==> src/rtl/cnt_pkg.sv <==
package cnt_pkg;
  localparam int unsigned SLICE_W = 4;

  typedef enum logic [1:0] {
    OP_HOLD  = 2'd0,
    OP_COUNT = 2'd1,
    OP_LOAD  = 2'd2,
    OP_CLEAR = 2'd3
  } slice_op_e;
endpackage

==> src/rtl/cnt_rst_sync.sv <==
module cnt_rst_sync (
  input  logic clk,
  input  logic rst_n,
  output logic rst_sync_n
);
  logic [1:0] sync_r;

  always_ff @(posedge clk or negedge rst_n) begin
    if (!rst_n) sync_r <= '0;
    else        sync_r <= {sync_r[0], 1'b1};
  end

  assign rst_sync_n = sync_r[1];
endmodule

==> src/rtl/cnt_slice.sv <==
module cnt_slice
  import cnt_pkg::*;
(
  input  logic               clk,
  input  logic               rst_n,
  input  logic               clr_n,
  input  logic               ld_n,
  input  logic               en_p,
  input  logic               en_t,
  input  logic [SLICE_W-1:0] d,
  output logic [SLICE_W-1:0] q,
  output logic               carry
);
  slice_op_e          op;
  logic [SLICE_W-1:0] q_r, q_nxt;
  logic               q_en;

  // priority: clear, preset, count, hold
  always_comb begin
    if (!clr_n)            op = OP_CLEAR;
    else if (!ld_n)        op = OP_LOAD;
    else if (en_p && en_t) op = OP_COUNT;
    else                   op = OP_HOLD;
  end

  always_comb begin
    case (op)
      OP_CLEAR: q_nxt = '0;
      OP_LOAD:  q_nxt = d;
      OP_COUNT: q_nxt = q_r + 1'b1;
      default:  q_nxt = q_r;
    endcase
    q_en = (op != OP_HOLD);
  end

  always_ff @(posedge clk or negedge rst_n) begin
    if (!rst_n)    q_r <= '0;
    else if (q_en) q_r <= q_nxt;
  end

  assign q     = q_r;
  assign carry = en_t & (&q_r);

  a_r2_clear_zero: assert property (@(posedge clk) disable iff (!rst_n)
    !clr_n |=> (q == '0));
  a_r3_load_copy: assert property (@(posedge clk) disable iff (!rst_n)
    (clr_n && !ld_n) |=> (q == $past(d)));
  a_r4_count_step: assert property (@(posedge clk) disable iff (!rst_n)
    (clr_n && ld_n && en_p && en_t) |=> (q == SLICE_W'($past(q) + 1'b1)));
  a_r5_hold: assert property (@(posedge clk) disable iff (!rst_n)
    (clr_n && ld_n && !(en_p && en_t)) |=> $stable(q));
endmodule

==> src/rtl/cnt_term_dec.sv <==
module cnt_term_dec #(
  parameter int unsigned W     = 8,
  parameter int unsigned MOD_N = 0
) (
  input  logic [W-1:0] q,
  input  logic         en_p,
  input  logic         en_t,
  input  logic         ld_n,
  output logic         wrap_clr_n
);
  localparam logic         ACTIVE = (MOD_N > 0);
  localparam logic [W-1:0] LAST_V = (MOD_N > 0) ? W'(MOD_N - 1) : '0;

  logic hit;

  // clear only on an edge that would otherwise count; a preset wins
  assign hit        = (q == LAST_V) & en_p & en_t & ld_n;
  assign wrap_clr_n = ~(ACTIVE & hit);
endmodule

==> src/rtl/sync_count_chain.sv <==
module sync_count_chain
  import cnt_pkg::*;
#(
  parameter int unsigned STAGES = 2,
  parameter int unsigned MOD_N  = 0
) (
  input  logic                        clk,
  input  logic                        rst_n,
  input  logic                        clr_n,
  input  logic                        ld_n,
  input  logic                        en_p,
  input  logic                        en_t,
  input  logic [STAGES*SLICE_W-1:0]   din,
  output logic [STAGES*SLICE_W-1:0]   q,
  output logic                        carry_out
);
  localparam int unsigned W = STAGES * SLICE_W;
  localparam logic [W-1:0] LAST_V = (MOD_N > 0) ? W'(MOD_N - 1) : '0;

  logic          rst_i_n;
  logic          wrap_clr_n;
  logic          clr_i_n;
  logic [STAGES:0] t_chain;

  cnt_rst_sync u_rst (
    .clk        (clk),
    .rst_n      (rst_n),
    .rst_sync_n (rst_i_n)
  );

  cnt_term_dec #(.W(W), .MOD_N(MOD_N)) u_dec (
    .q          (q),
    .en_p       (en_p),
    .en_t       (en_t),
    .ld_n       (ld_n),
    .wrap_clr_n (wrap_clr_n)
  );

  assign clr_i_n    = clr_n & wrap_clr_n;
  assign t_chain[0] = en_t;

  for (genvar i = 0; i < STAGES; i++) begin : g_slice
    cnt_slice u_slice (
      .clk   (clk),
      .rst_n (rst_i_n),
      .clr_n (clr_i_n),
      .ld_n  (ld_n),
      .en_p  (en_p),
      .en_t  (t_chain[i]),
      .d     (din[i*SLICE_W +: SLICE_W]),
      .q     (q[i*SLICE_W +: SLICE_W]),
      .carry (t_chain[i+1])
    );
  end

  assign carry_out = t_chain[STAGES];

  a_r7_chain_step: assert property (@(posedge clk) disable iff (!rst_i_n)
    (clr_i_n && ld_n && en_p && en_t) |=> (q == W'($past(q) + 1'b1)));
  a_r6_carry_full: assert property (@(posedge clk) disable iff (!rst_i_n)
    carry_out |-> ((&q) && en_t));
  a_r9_mod_wrap: assert property (@(posedge clk) disable iff (!rst_i_n)
    ((MOD_N > 0) && clr_n && ld_n && en_p && en_t && (q == LAST_V)) |=> (q == '0));
  a_r10_load_wins: assert property (@(posedge clk) disable iff (!rst_i_n)
    ((MOD_N > 0) && clr_n && !ld_n && (q == LAST_V)) |=> (q == $past(din)));
endmodule

==> config.mk <==
export PLATFORM = sky130hd
export DESIGN_NAME = sync_count_chain
export DESIGN_NICKNAME = d
export VERILOG_FILES = /design/src/rtl/cnt_pkg.sv /design/src/rtl/cnt_rst_sync.sv /design/src/rtl/cnt_slice.sv /design/src/rtl/cnt_term_dec.sv /design/src/rtl/sync_count_chain.sv
export SDC_FILE = /design/constraint.sdc
export NUM_CORES = 1
export LEC_CHECK = 0
export BUFFER_PORTS_ARGS = -buffer_cell sky130_fd_sc_hd__buf_2
export CAP_MARGIN = 10
export CORE_MARGIN = 2
export CORE_UTILIZATION = 39
export CTS_CLUSTER_DIAMETER = 80
export DETAILED_ROUTE_END_ITERATION = 12
export PLACE_DENSITY_LB_ADDON = 0.08
export SLEW_MARGIN = 20
export SYNTH_ARGS = -nofsm -noshare
export SYNTH_HDL_FRONTEND = slang
export SYNTH_SLANG_ARGS = --single-unit
==> constraint.sdc <==
create_clock -name clk -period 0.8 [get_ports clk]
set_input_delay 0.12 -clock clk [delete_from_list [all_inputs] [get_ports clk]]
set_output_delay 0.12 -clock clk [all_outputs]
set_load 0.02 [all_outputs]
=== Word level (Yosys, flattened, before mapping) ===
Index checks and enable logic that the tools add are counted.
W data, S select, Z words.

* Add/subtract/negate cells: 2
* Equality and inequality tests: 6
* Mux-type cells: 8
* Bitwise logic cells: 2
* Reduce and logical (&&, ||, !) cells: 10

{| class="wikitable"
|+ Operator list
! cell !! number
|-
| $pmux W4 S3 || 2
|-
| $add A4 B1 Y4 const B || 2
|-
| $eq A2 B2 Y1 const B || 4
|-
| $mux W2 || 4
|-
| $reduce_and A4 Y1 || 2
|-
| $reduce_bool A3 Y1 || 2
|-
| $eq A2 B1 Y1 const B || 2
|-
| $reduce_and A2 Y1 || 2
|-
| $reduce_bool A2 Y1 || 2
|-
| $and A1 B1 Y1 || 2
|-
| $logic_and A1 B1 Y1 || 2
|-
| $mux W1 || 2
|}

* Register bits after elaboration: 10
* Input bits: 14
* Output and inout bits: 9
* Logic and storage cells: 31

=== Depth between registers and ports, before layout ===
* Word-level depth: 9
* Depth in mapped cells: 4
* Gate-level depth less buffers: 4

=== By module ===
A second synthesis with hierarchy kept.

* Cell total of the unflattened synthesis: 54
* Area total of the unflattened synthesis: 521.8 sq um

{| class="wikitable"
|+ By module, submodules not included
! module !! instances !! cells an instance !! area an instance (sq um) !! seq. area each (sq um)
|-
| cnt_slice || 2 || 24 || 225.2 || 100.1
|-
| cnt_rst_sync || 1 || 3 || 53.8 || 50.0
|-
| cnt_term_dec || 1 || 2 || 11.3 || 0.0
|-
| sync_count_chain || 1 || 1 || 6.3 || 0.0
|}

=== Worst setup path after synthesis ===
No wires, ideal clock.

* Path type: reg-to-reg
* Start: register g_slice[0].u_slice.q_r[0]
* End: register g_slice[1].u_slice.q_r[3]
* Setup time: 0.082 ns
* Data arrival time: 1.461 ns
* Data required time: 0.718 ns
* Setup slack: -0.743 ns
* Stages on the path, launching flop included: 5
* Buffers on the path: 0
* Period minus slack after synthesis: 1.543 ns
* Path through: dfrtp_1 -> ha_1 -> nand4_2 -> or4_1 -> a31oi_1

* Cells in the longest elaborated chain, start to end: 9
* Elaborated cells between the ends (all ways): 13
* Classes of those cells: eq/ne (3); mux (4); bitwise (1); reduce/logical (5)

{| class="wikitable"
|+ RTL lines
! what !! RTL line !! source
|-
| start, declared || cnt_slice.sv:15 || <nowiki>logic [SLICE_W-1:0] q_r, q_nxt;</nowiki>
|-
| start signal, assigned || cnt_slice.sv:38 || <nowiki>else if (q_en) q_r <= q_nxt;</nowiki>
|-
| $reduce_and A4 Y1 (*) || cnt_slice.sv:42 || <nowiki>assign carry = en_t & (&q_r);</nowiki>
|-
| $and A1 B1 Y1 (*) || cnt_slice.sv:42 ||
|-
| $logic_and A1 B1 Y1 (*) || cnt_slice.sv:22 || <nowiki>else if (en_p && en_t) op = OP_COUNT;</nowiki>
|-
| $mux W1 (*) || cnt_slice.sv:22 ||
|-
| $mux W2 (*) || cnt_slice.sv:21 || <nowiki>else if (!ld_n) op = OP_LOAD;</nowiki>
|-
| $mux W2 (*) || cnt_slice.sv:20 || <nowiki>if (!clr_n) op = OP_CLEAR;</nowiki>
|-
| $eq A2 B2 Y1 / $eq A2 B1 Y1 (equally long branches) || cnt_slice.sv:27 || <nowiki>case (op)</nowiki>
|-
| $reduce_bool A3 Y1 (no source line) || -- ||
|-
| $reduce_and A2 Y1 (no source line) || -- ||
|-
| end signal, assigned || cnt_slice.sv:38 ||
|-
| end, declared || cnt_slice.sv:15 ||
|}

Every way passes the cells marked *; elsewhere a longest branch is shown, timed or not.
A chain may end at the register's enable or synchronous reset.

=== Final worst setup path ===
* Start: register g_slice[0].u_slice.q_r[1]
* End: output port carry_out

* Cells in the longest elaborated chain, start to end: 3

{| class="wikitable"
|+ RTL lines
! what !! RTL line !! source
|-
| $reduce_and A4 Y1 || cnt_slice.sv:42 ||
|-
| $and A1 B1 Y1 (2 in a row) || cnt_slice.sv:42 ||
|-
| end, declared || sync_count_chain.sv:15 || <nowiki>output logic carry_out</nowiki>
|}

No other way between the ends.

==> impl_metrics.json <==
{
  "crit_type": "flip-flop to output pin",
  "hold-worst-slack_ns": 0.1244,
  "rrSetupSlack_ns": -0.50,
  "violations": "negative setup slack",
  "grt_pass1_wl_mm": 2.490,
  "grt.total_usage": 0.2380,
  "ys_async_sr_fraction": 1.000,
  "p_comb_frac": 0.268,
  "whs_path_depth": 3,
  "grt_max_degree": 17,
  "start_util": 0.4093,
  "dp_hpwl_mm": 1.075,
  "min_to": "g_slice[0].u_slice.q[0]$_DFFE_PN0P_",
  "synth_top_area_share": 0.4819,
  "path_cells": "ha_4 > nand4_4 > buf_6 > nor2_4 > buf_6",
  "ys_dominant_reg_cell": "dfrtp_1",
  "layout.cells.most_common": "buf_6",
  "die-area_um2": 1639,
  "core_um2": 1269,
  "utilization": 0.8047,
  "ctsRootBufferMaster": "clkbuf_4",
  "antenna_found_initial": 0,
  "cpMostUsedCell": "buf_6",
  "p_seq_frac": 0.418,
  "synth_top_area_cell": "dfrtp_1",
  "cts_inserted_buffers": 3,
  "power.density_nw_per_um2": 1394,
  "power_switching_uw": 396.2,
  "path_clk_slew_ns": 0.07,
  "cp.required_ns": 0.68,
  "clock_power_share": 0.315,
  "leakage_uw": 0.0004395,
  "worstRegToRegCells": 6,
  "timing.final.crit_share": 1.667,
  "drc": 0,
  "finalSetupViolations": 17,
  "period_needed_ns": 1.334,
  "synth_area_leaders": "dfrtp_1 48%, o21ai_0 9.6%, nand3_1 6.7%, a31oi_1 4.8%, ha_1 4.8%",
  "first_pass_iters": 4,
  "p_int_uw": 1027,
  "clock_sinks": 10,
  "synthCells": 55,
  "n_antenna_cell": 0,
  "rsz0062_at_grt": "true",
  "path_max_fanout": 3,
  "ioPinCount": 23,
  "status": "finished with violations",
  "grt_overflow": 0,
  "worstReg2RegStart": "g_slice[0].u_slice.q[1]$_DFFE_PN0P_",
  "synthesis.nets": 71,
  "post-place-ws_ns": -0.5185,
  "crit_arrival_ns": 1.21,
  "grt_pass1_vias": 579,
  "ant_nets": 0,
  "setup_tns_ns": -6.261,
  "worstHoldStart": "din[0]",
  "cap_violations": 0,
  "clock_latency_ns": 0.26,
  "io_buffers": 22,
  "slowest_stage": "dfrtp_2",
  "irDropWorstVdd_mv": 1.236,
  "timing.rr.end": "g_slice[0].u_slice.q[3]$_DFFE_PN0P_",
  "final_max_slew_viol_count": 0,
  "cts_tree": "done",
  "synth_area_per_cell_um2": 9.441,
  "cp-start-kind": "flip-flop",
  "synth_edf_count": 0,
  "fin_total_pwr_uw": 1424,
  "drt-vias-per-instance": 5.316,
  "area_growth_pct": 96.63,
  "dieWidth_um": 40.49,
  "p_sw_frac": 0.2783,
  "drtIter0Drc": 20,
  "hold_viol": 0,
  "crit_family": "flip-flops",
  "yosysWarnings": 0,
  "wl_per_cell_um": 15.09,
  "yosysUniqueCellTypes": 20,
  "cts.path.max_buffers": 2,
  "vias": 622,
  "htree_levels": 1,
  "rows": 13,
  "nNetsFinal": 119,
  "drive_gt1_frac": 0.6373,
  "fmax_mhz": 749.7,
  "dieHeight_um": 40.49,
  "ys_seq_elements": 10,
  "wirelength_mm": 1.766,
  "end_kind": "output pin",
  "slowest_delay_ns": 0.39,
  "gp_congestion": 0.7257,
  "crit_buf_inv": 2,
  "setup_slack_ns": -0.5338,
  "final_cell_mix": "16 x buf_6, 14 x buf_2, 13 x buf_4, 10 x o21ai_0, 6 x dfrtp_2",
  "yosysSeqAreaShare": 0.4819,
  "hold_path.class": "input port to flip-flop",
  "netlist_area_um2": 519.2,
  "skew_ns": 0.002021
}
[worst register-to-register path: stages (launching register included)]
cell,delay (ns)
dfrtp_2,0.39
buf_4,0.12
buf_4,0.10
buf_6,0.10
nand3_2,0.07
or3_1,0.30
a31oi_1,0.16
[logic make-up (layout without fill, tap and decap cells)]
logic type / after synthesis / count (layout) / synth area share
AO/OA/AOI/OAI: 20 / 20 / 0.2241
buffers and inverters: 2 / 49 / 0.01444
XOR/XNOR: 2 / 2 / 0.03374
adder cells (fa/ha/maj): 2 / 2 / 0.04819
AND/OR/NAND/NOR: 18 / 18 / 0.1904
flip-flops: 10 / 10 / 0.4819
other: 1 / 1 / 0.007222
[registers in the layout (all words and copies together) (netlist names)]
signal and flops:
g_slice.u_slice.q 8, u_rst.sync_r 2
[final cells by class]
cell class | instances | area, um2
Timing Repair Buffer | 44 | 357.8
Multi-Input combinational cell | 43 | 346.6
Sequential cell | 10 | 257.7
Fill cell | 88 | 247.7
Clock buffer | 4 | 36.28
Tap cell | 15 | 18.77
Inverter | 1 | 3.754
[worst max path at each step]
stage / from / to / slack, ns / cells past startpoint
2_1_floorplan: g_slice[0].u_slice.q[1]$_DFFE_PN0P_ / g_slice[1].u_slice.q[3]$_DFFE_PN0P_ / -0.51 / 4
3_3_place_gp: g_slice[0].u_slice.q[1]$_DFFE_PN0P_ / g_slice[1].u_slice.q[3]$_DFFE_PN0P_ / -0.43 / 4
4_1_cts: g_slice[0].u_slice.q[0]$_DFFE_PN0P_ / carry_out / -0.53 / 5
3_5_place_dp: g_slice[0].u_slice.q[1]$_DFFE_PN0P_ / g_slice[1].u_slice.q[2]$_DFFE_PN0P_ / -0.52 / 4
5_1_grt: g_slice[0].u_slice.q[1]$_DFFE_PN0P_ / carry_out / -0.60 / 5
6_report: g_slice[0].u_slice.q[1]$_DFFE_PN0P_ / carry_out / -0.53 / 5
[what timing repair did]
item                                    CTS  global route
gates resized for setup                  29             8
setup buffers                             5             2
hold buffers                              1             0
pin swaps                                 8             4
endpoints found under the setup margin   17            17
endpoints found under the hold margin     2             0
[metrics by stage]
stage | std cells | area (um2)
2_1_floorplan | 55 | 544.3
3_3_place_gp | 106 | 782.0
3_5_place_dp | 106 | 782.0
4_1_cts | 116 | 980.9
5_1_grt | 117 | 1021
6_report | 117 | 1021
[cell usage after synthesis, types with 2 or more instances]
cell     number
or3_1         3
o21ai_0      10
nor2_1        3
xor2_1        2
ha_1          2
nand3_1       7
dfrtp_1      10
a31oi_1       4
a21oi_1       2
nand2_1       2
[per-layer routing]
layer / track usage / wire length (um) / share of wire / vias to the layer above
met1: 0.2651 / 707 / 0.40 / 300
met5: 0 / 0 / 0 / -
met4: 0.1000 / 19 / 0.011 / 0
li1: - / - / - / 302
met3: 0.03889 / 77 / 0.044 / 2
met2: 0.4365 / 962 / 0.54 / 18
[power by group through the flow]
| stage | clock network, uW | logic, uW | registers, uW |
|---|---|---|---|
| global placement | 0 | 259 | 590 |
| CTS | 462 | 347 | 591 |
| global route | 504 | 413 | 599 |
| finish | 448 | 381 | 595 |
| floorplan | 0 | 75.9 | 626 |
| detailed placement | 0 | 262 | 592 |
(Power assumes the default switching activity.)
